===== config.mk =====
export PLATFORM = sky130hd
export DESIGN_NAME = alu_flags_unit
export DESIGN_NICKNAME = d
export VERILOG_FILES = /design/src/rtl/alu_pkg.sv /design/src/rtl/alu_datapath.sv /design/src/rtl/alu_control.sv /design/src/rtl/alu_flags_unit.sv
export SDC_FILE = /design/constraint.sdc
export NUM_CORES = 1
export LEC_CHECK = 0
export CORE_ASPECT_RATIO = 0.7
export CORE_UTILIZATION = 65
export CTS_CLUSTER_DIAMETER = 120
export CTS_CLUSTER_SIZE = 16
export DETAILED_ROUTE_END_ITERATION = 6
export DONT_BUFFER_PORTS = 1
export PLACE_DENSITY = 0.9
export SLEW_MARGIN = 15
export SYNTH_ARGS = -nofsm -noshare
export SYNTH_HDL_FRONTEND = slang
export SYNTH_SLANG_ARGS = --single-unit

===== constraint.sdc =====
create_clock -name clk -period 6 [get_ports clk]
set_clock_uncertainty 0.2 [all_clocks]
set_input_delay 0.6 -clock clk [delete_from_list [all_inputs] [get_ports clk]]
set_output_delay 0.6 -clock clk [all_outputs]
set_load 0.01 [all_outputs]

===== src/rtl/alu_pkg.sv =====
package alu_pkg;

  typedef enum logic [3:0] {
    OP_ADD, OP_SUB, OP_SHL, OP_SHR,
    OP_AND, OP_ORR, OP_EOR, OP_ZERO, OP_PASS
  } aluOp_e;

  // strobes from decode to the datapath
  typedef struct packed {
    aluOp_e op;
    logic   immArith;   // second operand = zero-extended constant
    logic   immMask;    // second operand = one-hot mask of constant
  } aluStrobe_t;

  typedef struct packed {
    logic z;
    logic c;
    logic n;
    logic v;
  } aluFlags_t;

  localparam logic [1:0] GRP_ARITH = 2'b10;
  localparam logic [1:0] GRP_LOGIC = 2'b11;

endpackage


===== src/rtl/alu_datapath.sv =====
module alu_datapath
  import alu_pkg::*;
#(
  parameter int DATA_W = 8,
  parameter int IMM_W  = 4
) (
  input  aluStrobe_t        strobe,
  input  logic [DATA_W-1:0] opA,
  input  logic [DATA_W-1:0] opB,
  input  logic [IMM_W-1:0]  imm,
  output logic [DATA_W-1:0] result,
  output aluFlags_t         nextFlags
);

  localparam int MSB = DATA_W - 1;

  logic [DATA_W-1:0] immExt;
  logic [DATA_W-1:0] maskVec;
  logic [DATA_W-1:0] bArith;
  logic [DATA_W-1:0] bLogic;
  logic [DATA_W:0]   wide;
  logic [DATA_W-1:0] res;
  logic              carry;
  logic              ovf;

  assign immExt = DATA_W'(imm);

  // one-hot mask: bit k lit when the constant equals k
  for (genvar i = 0; i < DATA_W; i++) begin : g_mask
    if (i < (1 << IMM_W)) begin : g_reach
      assign maskVec[i] = (imm == IMM_W'(i));
    end else begin : g_unreach
      assign maskVec[i] = 1'b0;
    end
  end

  assign bArith = strobe.immArith ? immExt  : opB;
  assign bLogic = strobe.immMask  ? maskVec : opB;

  always_comb begin
    wide  = '0;
    res   = '0;
    carry = 1'b0;
    ovf   = 1'b0;
    unique case (strobe.op)
      OP_ADD: begin
        wide  = {1'b0, opA} + {1'b0, bArith};
        res   = wide[MSB:0];
        carry = wide[DATA_W];
        ovf   = (opA[MSB] == bArith[MSB]) && (res[MSB] != opA[MSB]);
      end
      OP_SUB: begin
        wide  = {1'b0, opA} - {1'b0, bArith};
        res   = wide[MSB:0];
        carry = ~wide[DATA_W];
        ovf   = (opA[MSB] != bArith[MSB]) && (res[MSB] != opA[MSB]);
      end
      OP_SHL: begin
        wide  = {1'b0, opA} << bArith;
        res   = wide[MSB:0];
        carry = wide[DATA_W];
      end
      OP_SHR: begin
        wide  = {opA, 1'b0} >> bArith;
        res   = wide[DATA_W:1];
        carry = wide[0];
      end
      OP_AND:  res = opA & bLogic;
      OP_ORR:  res = opA | bLogic;
      OP_EOR:  res = opA ^ bLogic;
      OP_ZERO: res = '0;
      default: res = opB;
    endcase
  end

  assign result      = res;
  assign nextFlags.z = (res == '0);
  assign nextFlags.c = carry;
  assign nextFlags.n = res[MSB];
  assign nextFlags.v = ovf;

endmodule


===== src/rtl/alu_control.sv =====
module alu_control
  import alu_pkg::*;
#(
  parameter int DATA_W = 8
) (
  input  logic              clk,
  input  logic              rstN,
  input  logic [1:0]        grp,
  input  logic [1:0]        op,
  input  logic              immMode,
  input  logic              flagWe,
  input  logic [3:0]        cond,
  input  aluFlags_t         nextFlags,
  input  logic [DATA_W-1:0] aluResult,
  output aluStrobe_t        strobe,
  output aluFlags_t         flagQ,
  output logic              condMet
);

  // decode group/op into datapath strobes
  always_comb begin
    strobe.op       = OP_PASS;
    strobe.immArith = 1'b0;
    strobe.immMask  = 1'b0;
    if (grp == GRP_ARITH) begin
      strobe.immArith = immMode;
      unique case (op)
        2'b00:   strobe.op = OP_ADD;
        2'b01:   strobe.op = OP_SUB;
        2'b10:   strobe.op = OP_SHL;
        default: strobe.op = OP_SHR;
      endcase
    end else if (grp == GRP_LOGIC) begin
      strobe.immMask = immMode;
      unique case (op)
        2'b00:   strobe.op = OP_AND;
        2'b01:   strobe.op = OP_ORR;
        2'b10:   strobe.op = OP_EOR;
        default: strobe.op = OP_ZERO;
      endcase
    end
  end

  // flag register
  always_ff @(posedge clk or negedge rstN) begin
    if (!rstN)       flagQ <= '0;
    else if (flagWe) flagQ <= nextFlags;
  end

  // branch condition against stored flags
  always_comb begin
    unique case (cond)
      4'd0:    condMet = 1'b1;
      4'd1:    condMet = flagQ.z;
      4'd2:    condMet = ~flagQ.z;
      4'd3:    condMet = flagQ.c;
      4'd4:    condMet = ~flagQ.c;
      4'd5:    condMet = flagQ.n ^ flagQ.v;
      4'd6:    condMet = ~(flagQ.n ^ flagQ.v);
      default: condMet = 1'b0;
    endcase
  end

  p_flag_hold_r10: assert property (@(posedge clk) disable iff (!rstN)
    !flagWe |=> $stable(flagQ));

  p_flag_load_r10: assert property (@(posedge clk) disable iff (!rstN)
    flagWe |=> flagQ == $past(nextFlags));

  p_no_ovf_other_r9: assert property (@(posedge clk) disable iff (!rstN)
    (grp != GRP_ARITH || op[1]) |-> !nextFlags.v);

  p_mask_onehot_r4: assert property (@(posedge clk) disable iff (!rstN)
    (grp == GRP_LOGIC && op == 2'b00 && immMode) |-> $countones(aluResult) <= 1);

  p_unused_cond_r13: assert property (@(posedge clk) disable iff (!rstN)
    (cond > 4'd6) |-> !condMet);

endmodule


===== src/rtl/alu_flags_unit.sv =====
module alu_flags_unit
  import alu_pkg::*;
#(
  parameter int DATA_W = 8,
  parameter int IMM_W  = 4
) (
  input  logic              clk,
  input  logic              rstN,
  input  logic [1:0]        grp,
  input  logic [1:0]        op,
  input  logic              immMode,
  input  logic [DATA_W-1:0] opA,
  input  logic [DATA_W-1:0] opB,
  input  logic [IMM_W-1:0]  imm,
  input  logic              flagWe,
  input  logic [3:0]        cond,
  output logic [DATA_W-1:0] result,
  output logic              nextZ,
  output logic              nextC,
  output logic              nextN,
  output logic              nextV,
  output logic              flagZ,
  output logic              flagC,
  output logic              flagN,
  output logic              flagV,
  output logic              condMet
);

  aluStrobe_t strobe;
  aluFlags_t  nextFlags;
  aluFlags_t  flagQ;

  alu_control #(.DATA_W(DATA_W)) u_ctrl (
    .clk       (clk),
    .rstN      (rstN),
    .grp       (grp),
    .op        (op),
    .immMode   (immMode),
    .flagWe    (flagWe),
    .cond      (cond),
    .nextFlags (nextFlags),
    .aluResult (result),
    .strobe    (strobe),
    .flagQ     (flagQ),
    .condMet   (condMet)
  );

  alu_datapath #(.DATA_W(DATA_W), .IMM_W(IMM_W)) u_dp (
    .strobe    (strobe),
    .opA       (opA),
    .opB       (opB),
    .imm       (imm),
    .result    (result),
    .nextFlags (nextFlags)
  );

  assign nextZ = nextFlags.z;
  assign nextC = nextFlags.c;
  assign nextN = nextFlags.n;
  assign nextV = nextFlags.v;
  assign flagZ = flagQ.z;
  assign flagC = flagQ.c;
  assign flagN = flagQ.n;
  assign flagV = flagQ.v;

endmodule


==> flow_summary.ini <==
[global_routing]
antenna_found_initial = 0
globalRoute.totalOverflow = 0
groute.usage.overall_pct = 42.65
grt_pass1_vias = 2754
grt_pass1_wl_um = 14550
grt_start_max_net_pins = 31

[power_and_ir_drop]
irDropWorstVdd_v = 0.00007786
powerDensity_nw_per_um2 = 108.0
leakage_nw = 1.216

[hold_path]
holdPathEnd = u_ctrl.flagQ[2]$_DFFE_PN0P_
hold_depth = 1
hp-start = flagWe
holdCritPathClass = in -> reg

[logic_synthesis]
synth-warning-count = 0
synth-async-reset-ratio_pct = 100.0
synth_top_cell_area_share_pct = 13.93
ys_top_cells_by_area = ha_1 14%, mux2i_1 8.2%, nand2_1 5.4%, a21oi_1 5.2%, nor2_1 5.2%
netlist_instances = 385
synth-seq-cells = 4
synthFlopType = dfrtp_1
syn_area_um2 = 2694
ys_types = 69
synth.avg_cell_area_um2 = 6.997
yosysSeqAreaShare_pct = 3.716
synth_top_area_cell = ha_1
synth_fp_nets = 448
synth_edf_count = 0

[floorplan]
die_x_um = 78.95
dieArea_um2 = 4410
core_area_um2 = 3946
ios = 49
rows = 19
fp.dieH_um = 55.86
initial_core_util_pct = 68.26

[placement]
gp_congestion = 1.043
port_buffers = 0
placed_cell_area_um2 = 2644
pre_cts_ws_ps = 1116
dp_hpwl_um = 7148

[setup_path]
r2r_start = u_ctrl.flagQ[0]$_DFFE_PN0P_
start_kind = input port
path_max_fanout = 24
cp.arrival_ps = 4200
r2r_slack_ps = 4970
worstPathRequired_ps = 5200
crit_path_end_kind = primary output
r2r-end = u_ctrl.flagQ[0]$_DFFE_PN0P_
critical_path_class = in -> out
reg2reg_depth = 1

[timing]
tns_ps = 0
worstMarginPinSlew_ps = 940.5
setup_ws_ps = 998.7
hold_violations = 0
fin_crit_ps = 5001
period_share_pct = 83.36
final-max-slew-violation-count = 0
slew_headroom_pct = 36.92
setup_viol = 0
rsz0062_at_grt = false
max_freq_ghz = 0.1999

[detailed_routing]
drtIter0Drc = 447
drc = 0
vias = 3089
drt_pass1_iterations = 6
viasPerCell = 7.408
drt_wl_total_um = 9121
drt.antenna.violating_nets = 0
wire_per_inst_um = 21.87

[final_layout]
reg_top3 = u_ctrl.flagQ (4)
drive_gt1_share_pct = 7.123
synthToLayoutAreaGrowth_pct = 0.04625
multi_input_area_um2 = 2347
fillers = 333
fin_nets = 430
finalInstanceArea_um2 = 2695
antenna_cells = 0
layout.cells.most_common_list = 39 x nand2_1, 37 x nor2_1, 31 x inv_1
largest_reg_flops = 4
regMostFlops = u_ctrl.flagQ
layout_commonest_cell = nand2_1
seqCellArea_um2 = 100.1

[cts]
clk_pin_slew_ps = 30
clockBufferDepth = 2
clock_latency_ps = 210
cts_tree = done
clock-sinks = 4
cts-buffers-inserted = 3
post_cts_resized = 0
root_buffer = clkbuf_8
htreeDepth = 1

[run_status]
status = finished clean

[flow_run]
maxCapViolations = 0
[critical path, stage by stage]
cell and delay (ps):
and4b_1 380, a21o_1 490, inv_2 230, fa_1 490, nand2b_1 200, a211oi_1 320
or4_1 190, o311ai_0 150, a21oi_1 170, o211ai_1 190, or3_4 450, nor3_1 350
[through the flow]
stage / hold WS, ps / power, mW / instances / utilization (%)
2_1_floorplan: 104.4 / 0.2024 / 385 / -
4_1_cts: 302.4 / 0.2850 / 417 / 68.29
5_1_grt: 323.0 / 0.3117 / 417 / 68.29
3_3_place_gp: 104.5 / 0.2242 / 413 / 66.99
3_5_place_dp: 104.5 / 0.2266 / 413 / 66.99
6_report: 305.3 / 0.2910 / 417 / 68.29
[per-layer routing]
layer	routed length (um)	share of wire [%]	GRT usage, %
met1	3856	42	63.79
met3	1318	14	10.16
met2	3663	40	61.74
met4	283	3.1	8.312
met5	0	0	0
[what timing repair did]
item / 4_1_cts / 5_1_grt
hold buffers: 1 / 0
endpoints found under the hold margin: 4 / 0
buffers inserted: 0 / 0
[cells by family after synthesis]
kind of cell / Yosys count / synth area share (%)
flops: 4 / 3.716
xor+xnor: 9 / 2.926
simple gates: 128 / 24.06
compound gates: 129 / 35.21
fa+ha+maj: 31 / 14.68
mux: 26 / 10.26
buf+inv: 58 / 9.150
[synth_stat cells, types with 3 or more instances]
master,n
nand2_1,39
nor2_1,37
inv_1,31
ha_1,30
a21oi_1,28
mux2i_1,22
clkbuf_1,18
a211oi_1,16
o22ai_1,12
o21ai_0,11
nand2b_1,7
o211ai_1,7
nor3_1,6
nor4_1,6
o31a_1,6
o31ai_1,6
a21o_1,5
nand3_1,5
o221ai_1,5
xnor2_1,5
a31oi_1,4
dfrtp_1,4
or3_1,4
xor2_1,4
a221oi_1,3
and3_1,3
and4b_1,3
buf_6,3
mux2_2,3
nor2b_1,3
or2_2,3
[area by class of cell]
type,count,share of cell area [%]
clock buffers,3,1.532
inverters,33,4.596
multi-input cells,323,87.09
flip-flops and latches,4,3.714
well taps,52,2.414
repair buffers,2,0.6500
[report_power, final]
group / switching (mW) / internal [mW] / total [mW]
clock network: 0.0129 / 0.0427 / 0.0556
registers: 0.00338 / 0.0292 / 0.0326
logic: 0.121 / 0.0818 / 0.203
total: 0.137 / 0.154 / 0.291
[worst max path at each step]
stage / start / to / slack, ps / depth (start not counted)
final: grp[0] / nextZ / 1000 / 12
after detailed placement: grp[0] / nextZ / 1120 / 12
after floorplan: grp[0] / nextZ / 1220 / 14
after global routing: grp[0] / nextZ / 830 / 12
after CTS: grp[0] / nextZ / 1100 / 12
after global placement: grp[0] / nextZ / 1160 / 12
Power figures use the tool's default switching activity.
